### config.mk
export PLATFORM = sky130hd
export DESIGN_NAME = sic_serial_irq
export DESIGN_NICKNAME = d
export VERILOG_FILES = /design/src/rtl/sic_pkg.sv /design/src/rtl/sic_flags.sv /design/src/rtl/sic_regs.sv /design/src/rtl/sic_arb.sv /design/src/rtl/sic_serial_irq.sv
export SDC_FILE = /design/constraint.sdc
export NUM_CORES = 1
export LEC_CHECK = 0
export BUFFER_PORTS_ARGS = -buffer_cell sky130_fd_sc_hd__buf_4
export CORE_MARGIN = 3
export CORE_UTILIZATION = 47
export CTS_BUF_LIST = sky130_fd_sc_hd__clkbuf_4 sky130_fd_sc_hd__clkbuf_8
export DETAILED_ROUTE_END_ITERATION = 8
export PLACE_DENSITY_LB_ADDON = 0.25
export RECOVER_POWER = 100
export SLEW_MARGIN = 15
export SYNTH_ARGS = -nofsm -noshare
export SYNTH_HDL_FRONTEND = slang
export SYNTH_SLANG_ARGS = --single-unit
### constraint.sdc
create_clock -name clk -period 3.45 [get_ports clk]
set_input_delay 0.345 -clock clk [delete_from_list [all_inputs] [get_ports clk]]
set_output_delay 0.345 -clock clk [all_outputs]
set_load 0.01 [all_outputs]
### src/rtl/sic_pkg.sv
package sic_pkg;
    localparam int NCAUSE = 3;
    localparam int CI_ERR = 0;
    localparam int CI_RXC = 1;
    localparam int CI_TXC = 2;

    typedef enum logic [1:0] {
        ST_IDLE = 2'd0,
        ST_ERR  = 2'd1,
        ST_RXC  = 2'd2,
        ST_TXC  = 2'd3
    } arb_state_e;
endpackage

### src/rtl/sic_flags.sv
module sic_flags #(
    parameter int N = 3
) (
    input  logic         clk,
    input  logic         rst_n,
    input  logic [N-1:0] set_cause,
    input  logic [N-1:0] clr_cause,
    input  logic [N-1:0] set_stat,
    input  logic [N-1:0] clr_stat,
    output logic [N-1:0] cause_q,
    output logic [N-1:0] stat_q
);
    for (genvar i = 0; i < N; i++) begin : g_bit
        always_ff @(posedge clk or negedge rst_n) begin
            if (!rst_n) begin
                cause_q[i] <= 1'b0;
                stat_q[i]  <= 1'b0;
            end else begin
                cause_q[i] <= (cause_q[i] & ~clr_cause[i]) | set_cause[i];
                stat_q[i]  <= (stat_q[i] & ~clr_stat[i]) | set_stat[i];
            end
        end

        // an event beats a clearing write in the same cycle
        a_r6_set_wins: assert property (@(posedge clk) disable iff (!rst_n)
            set_cause[i] |=> cause_q[i]);
        // write-one clears when no event arrives
        a_r6_w1c: assert property (@(posedge clk) disable iff (!rst_n)
            (clr_cause[i] && !set_cause[i]) |=> !cause_q[i]);
        // a latched flag holds until it is cleared
        a_r7_sticky: assert property (@(posedge clk) disable iff (!rst_n)
            (cause_q[i] && !clr_cause[i]) |=> cause_q[i]);
        // status bits are sticky
        a_r5_stat_sticky: assert property (@(posedge clk) disable iff (!rst_n)
            (stat_q[i] && !clr_stat[i]) |=> stat_q[i]);
    end
endmodule

### src/rtl/sic_regs.sv
module sic_regs #(
    parameter int N  = 3,
    parameter int DW = 8,
    parameter int AW = 2,
    parameter int PW = 2
) (
    input  logic          clk,
    input  logic          rst_n,
    input  logic          wr,
    input  logic [AW-1:0] addr,
    input  logic [DW-1:0] wdata,
    input  logic [N-1:0]  cause_q,
    input  logic [N-1:0]  stat_q,
    output logic [N-1:0]  en_q,
    output logic [PW-1:0] prio_q,
    output logic [N-1:0]  clr_cause,
    output logic [N-1:0]  clr_stat,
    output logic [DW-1:0] rdata
);
    localparam logic [AW-1:0] A_CAUSE = AW'(0);
    localparam logic [AW-1:0] A_EN    = AW'(1);
    localparam logic [AW-1:0] A_PRIO  = AW'(2);
    localparam logic [AW-1:0] A_STAT  = AW'(3);

    always_ff @(posedge clk or negedge rst_n) begin
        if (!rst_n) begin
            en_q   <= '0;
            prio_q <= '0;
        end else if (wr) begin
            if (addr == A_EN)   en_q   <= wdata[N-1:0];
            if (addr == A_PRIO) prio_q <= wdata[PW-1:0];
        end
    end

    always_comb begin
        clr_cause = (wr && addr == A_CAUSE) ? wdata[N-1:0] : '0;
        clr_stat  = (wr && addr == A_STAT)  ? wdata[N-1:0] : '0;
    end

    always_comb begin
        rdata = '0;
        unique case (addr)
            A_CAUSE: rdata[N-1:0]  = cause_q;
            A_EN:    rdata[N-1:0]  = en_q;
            A_PRIO:  rdata[PW-1:0] = prio_q;
            A_STAT:  rdata[N-1:0]  = stat_q;
            default: rdata = '0;
        endcase
    end

    // enable register only changes on a write to its address
    a_r11_en_hold: assert property (@(posedge clk) disable iff (!rst_n)
        !(wr && addr == A_EN) |=> $stable(en_q));
endmodule

### src/rtl/sic_arb.sv
module sic_arb
    import sic_pkg::*;
#(
    parameter int          N       = 3,
    parameter int          PW      = 2,
    parameter int          VW      = 24,
    parameter logic [VW-1:0] VEC_ERR = 24'h000028,
    parameter logic [VW-1:0] VEC_RXC = 24'h00002A,
    parameter logic [VW-1:0] VEC_TXC = 24'h00002C
) (
    input  logic          clk,
    input  logic          rst_n,
    input  logic [N-1:0]  pend,
    input  logic [PW-1:0] prio,
    input  logic [PW-1:0] mask,
    output logic          irq_req,
    output logic [VW-1:0] irq_vector
);
    arb_state_e state_q, state_d;
    logic       gate;

    assign gate = (prio > mask);

    always_comb begin
        state_d = ST_IDLE;
        if (gate) begin
            if (pend[CI_ERR])      state_d = ST_ERR;
            else if (pend[CI_RXC]) state_d = ST_RXC;
            else if (pend[CI_TXC]) state_d = ST_TXC;
        end
    end

    always_ff @(posedge clk or negedge rst_n) begin
        if (!rst_n) state_q <= ST_IDLE;
        else        state_q <= state_d;
    end

    always_comb begin
        irq_req    = 1'b1;
        irq_vector = '0;
        unique case (state_q)
            ST_IDLE: irq_req    = 1'b0;
            ST_ERR:  irq_vector = VEC_ERR;
            ST_RXC:  irq_vector = VEC_RXC;
            ST_TXC:  irq_vector = VEC_TXC;
            default: irq_req    = 1'b0;
        endcase
    end

    // a request needs the priority strictly above the mask
    a_r8_prio_gate: assert property (@(posedge clk) disable iff (!rst_n)
        irq_req |-> $past(prio > mask));
    // a request needs an enabled pending cause
    a_r8_needs_pend: assert property (@(posedge clk) disable iff (!rst_n)
        irq_req |-> $past(|pend));
    // error cause is served first
    a_r9_err_first: assert property (@(posedge clk) disable iff (!rst_n)
        $past(gate && pend[CI_ERR]) |-> (irq_vector == VEC_ERR));
    // transmit complete only when nothing else is pending
    a_r9_txc_last: assert property (@(posedge clk) disable iff (!rst_n)
        (irq_vector == VEC_TXC) |-> $past(!pend[CI_ERR] && !pend[CI_RXC]));
endmodule

### src/rtl/sic_serial_irq.sv
module sic_serial_irq
    import sic_pkg::*;
#(
    parameter int            DW      = 8,
    parameter int            AW      = 2,
    parameter int            PW      = 2,
    parameter int            VW      = 24,
    parameter logic [VW-1:0] VEC_ERR = 24'h000028,
    parameter logic [VW-1:0] VEC_RXC = 24'h00002A,
    parameter logic [VW-1:0] VEC_TXC = 24'h00002C
) (
    input  logic          clk,
    input  logic          rst_n,
    input  logic          rx_done,
    input  logic          rx_parity_err,
    input  logic          rx_frame_err,
    input  logic          rx_overrun_err,
    input  logic          tx_done,
    input  logic [PW-1:0] cpu_mask,
    input  logic          reg_wr,
    input  logic [AW-1:0] reg_addr,
    input  logic [DW-1:0] reg_wdata,
    output logic [DW-1:0] reg_rdata,
    output logic          irq_req,
    output logic [VW-1:0] irq_vector
);
    localparam int N = NCAUSE;

    logic [N-1:0]  set_cause, set_stat, clr_cause, clr_stat;
    logic [N-1:0]  cause_q, stat_q, en_q;
    logic [PW-1:0] prio_q;
    logic [N-1:0]  pend;

    always_comb begin
        set_cause         = '0;
        set_cause[CI_ERR] = rx_parity_err | rx_frame_err | rx_overrun_err;
        set_cause[CI_RXC] = rx_done | rx_parity_err | rx_frame_err;
        set_cause[CI_TXC] = tx_done;
        set_stat          = {rx_overrun_err, rx_frame_err, rx_parity_err};
    end

    assign pend = cause_q & en_q;

    sic_flags #(.N(N)) u_flags (
        .clk(clk), .rst_n(rst_n),
        .set_cause(set_cause), .clr_cause(clr_cause),
        .set_stat(set_stat), .clr_stat(clr_stat),
        .cause_q(cause_q), .stat_q(stat_q)
    );

    sic_regs #(.N(N), .DW(DW), .AW(AW), .PW(PW)) u_regs (
        .clk(clk), .rst_n(rst_n),
        .wr(reg_wr), .addr(reg_addr), .wdata(reg_wdata),
        .cause_q(cause_q), .stat_q(stat_q),
        .en_q(en_q), .prio_q(prio_q),
        .clr_cause(clr_cause), .clr_stat(clr_stat),
        .rdata(reg_rdata)
    );

    sic_arb #(.N(N), .PW(PW), .VW(VW),
              .VEC_ERR(VEC_ERR), .VEC_RXC(VEC_RXC), .VEC_TXC(VEC_TXC)) u_arb (
        .clk(clk), .rst_n(rst_n),
        .pend(pend), .prio(prio_q), .mask(cpu_mask),
        .irq_req(irq_req), .irq_vector(irq_vector)
    );

    // parity or framing errors also mark receive complete
    a_r3_rxc_on_err: assert property (@(posedge clk) disable iff (!rst_n)
        (rx_parity_err || rx_frame_err) |=> cause_q[CI_RXC]);
    // frame-done sets receive complete
    a_r2_rxc_set: assert property (@(posedge clk) disable iff (!rst_n)
        rx_done |=> cause_q[CI_RXC]);
    // a disabled cause alone never yields a request
    a_r7_no_req_disabled: assert property (@(posedge clk) disable iff (!rst_n)
        (en_q == '0) |=> !irq_req);
endmodule

==> results.md <==
* Drt total wl at 1500 um
* Seq/Total Area, Yosys at a little under two fifths
* Placement Rows at 14
* # nets final at approximately 130
* Clock latency on the worst-skew pair at between 0.2 and 0.3 ns
* Input/output buffers at 22
* Largest net degree at the start of global routing at 14
* Power Dens Cells at 422 mW/mm2
* Post-place setup slack at approximately 1.9 ns
* Setup ws final at 1.73 ns
* P_int at 0.274 mW
* Pwr Total at 0.399 mW
* Max-cap violations at 0
* Vias per Instance at around 4.5
* Clk_skew at approximately 0.0022 ns
* Via count at 588
* Crit path max fanout at 8
* Critical setup path kind: input pin to output port
* CORE AREA at 0.00163 mm2
* Status: complete, no violations
* Net Sw Frac at 31.4%
* Vias in the first global route at 569
* Synthesized cell area at 877 um2
* Tcrit/Tclk final at between 40% and 50%
* Final setup viols at 0
* Hold WS at approximately 0.25 ns
* Gate power share at 28.4%
* Antenna Nets Post-Route at 0
* Post-route insts no fill at between 100 and 150
* Largest cells by area after synthesis: dfrtp_1 (37%), buf_4 (23%), mux2_2 (6.4%)
* Sequential share of power at 46.1%
* Part of the power in the clock network at 25.5%
* Syn. warnings at 0
* Die X at 49.2 um
* First-pass GRT wire length at 2500 um
* Io pins at 53
* Pre-antenna DRT Iters at 4
* Synth area leader: dfrtp_1
* Die footprint at 0.00242 mm2
* DR DRC count at 0
* Syn_area_per_cell at ~11 um2
* Leak at 0.440 nW
* Synth Instances at 83
* Worst slew pin tran at 0.709 ns
* CTS Buf Count at 3
* Final Hold Viols at 0
* Min cycle time layout at about 1.7 ns
* Syn-to-layout area delta at 7.85%
* Initial antenna violation count at 0
* CTS H-tree depth at 1
* Peak supply drop at 277 uV
* Initial core utilization at 53.8%
* CP Data Required Time at 3.11 ns
* WL/cell at 11.5 um
* CTS Root Buffer Type: clkbuf_4
* CTS Buffer Depth at 2
* Post-synth top area share at between 30% and 40%
* Unrepaired setup endpoints after global routing: false
* Relative slew slack at 52.8%
* Clock Sinks at 13
* Max Freq at 0.582 GHz
* Setup TNS at 0 ns
* Antenna diode count at 0
* CTS tree: done
* Cts hold-fix bufs at 1
* Dpl cells at approximately 130
* Die Ht at 49.2 um
* Initial DRC count at 4
* Postcts setup bufs at 0
* Count of pins over their slew limit at 0
* Critical path data arrival time at roughly 1.4 ns
* Detailed placer's ending HPWL at 1260 um
* Worst hold-check path type: input pin to flip-flop
* Clk pin slew, worst setup/hold paths at 0.08 ns
* Net Sw Power at 0.125 mW
* RePlAce Congestion at between 0.7 and 0.8
* CTS resizes at 0
* Crit. End Element: output port
* #FFs+latches synth at 13
* Total grt overflow at 0
* Crit start category: input pin
* Netlist cell types at 23
* Proportion of layout cells with a drive suffix above 1 at a little over a fifth
* All-Layer GR Usage at 13.2%
## cell type report
type / instances / area (um2)
Fill cell: 186 / 683
Multi-Input combinational cell: 64 / 415
Sequential cell: 13 / 325
Timing Repair Buffer: 23 / 138
Clock buffer: 4 / 30.0
Tap cell: 24 / 30.0
Inverter: 2 / 7.51
## path summary, 6_finish.rpt
path,to,depth (start not counted),start,slack [ns]
max in group asynchronous,u_regs.en_q[0],2,rst_n,2.38
min in group asynchronous,u_flags.stat_q[2],2,rst_n,0.63
min reg2reg,u_flags.stat_q[0],1,u_flags.stat_q[0],0.49
max reg2reg,u_arb.state_q[1],4,u_regs.prio_q[1],2.16
max,reg_rdata[0],3,reg_addr[0],1.73
min,u_flags.cause_q[2],2,tx_done,0.25
## flip-flops by register name, summed over array words and instances, names as in the netlist
name	flops
u_flags.stat_q	3
u_regs.en_q	3
u_flags.cause_q	3
u_arb.state_q	2
u_regs.prio_q	2
## power groups by stage
stage                     Combinational, mW  Clock [mW]  Sequential, mW
after floorplan                       0.109           0           0.183
after global placement                0.130           0           0.186
after detailed placement              0.133           0           0.187
after CTS                             0.134       0.106           0.184
after global routing                  0.129       0.114           0.186
final                                 0.113       0.102           0.184
## cell usage after synthesis, drive strengths merged
master / n
buf: 28
a32oi: 1
and3: 1
nor2b: 2
nand3b: 2
mux2: 5
ha: 2
and2: 1
o21ai: 2
conb: 1
dfrtp: 13
nand2: 9
nand3: 1
mux2i: 1
or2: 1
a21o: 4
a2111o: 2
inv: 2
mux4: 2
nor3b: 1
nor2: 1
a221oi: 1
## per-stage QoR
stage	util [%]	instance area [um2]
2_1_floorplan	-	967
6_report	58.1	946
4_1_cts	60.7	988
5_1_grt	58.1	946
3_3_place_gp	58.2	948
3_5_place_dp	58.2	948
## cell families after synthesis
family | Yosys count | synth area share, %
multiplexers | 8 | 13.6
other | 1 | 0.428
buffers and inverters | 30 | 25.2
adder cells (fa/ha/maj) | 2 | 2.85
flip-flops | 13 | 37.1
AO/OA/AOI/OAI | 10 | 9.13
AND/OR/NAND/NOR | 19 | 11.7
## worst max-delay path, stage by stage
cell,delay (ns)
clkbuf_1,0.28
mux4_1,0.60
clkbuf_1,0.15
## metal layers
layer	wire, um	vias to the layer above	GRT usage (%)
met2	691	37	22.5
met4	26	0	7.11
met1	609	266	15.6
li1	-	281	-
met3	170	4	2.14
met5	0	-	0
## placed cells by master, fill, tap and decap left out
| cell | Yosys | routed |
|---|---|---|
| inv_1 | 2 | 2 |
| buf_4 | 27 | 12 |
| a32oi_1 | 1 | 1 |
| nand2_1 | 9 | 9 |
| dfrtp_1 | 13 | 13 |
| clkbuf_1 | 0 | 10 |
| a2111o_1 | 2 | 2 |
| nand3_1 | 1 | 1 |
| and3_2 | 1 | 1 |
| and2_1 | 1 | 1 |
| nor2b_1 | 2 | 2 |
| a21o_1 | 4 | 4 |
| ha_1 | 2 | 2 |
| clkbuf_4 | 0 | 4 |
| a221oi_1 | 1 | 1 |
| nor3b_1 | 0 | 1 |
| conb_1 | 1 | 25 |
| dlygate4sd3_1 | 0 | 1 |
| o21ai_0 | 2 | 2 |
| nand3b_1 | 2 | 2 |
| nor2_1 | 1 | 1 |
| or2_2 | 1 | 1 |
| mux2i_1 | 1 | 1 |
| mux4_1 | 2 | 2 |
| mux2_2 | 5 | 5 |
No activity file was read; power rests on OpenSTA's default activity.
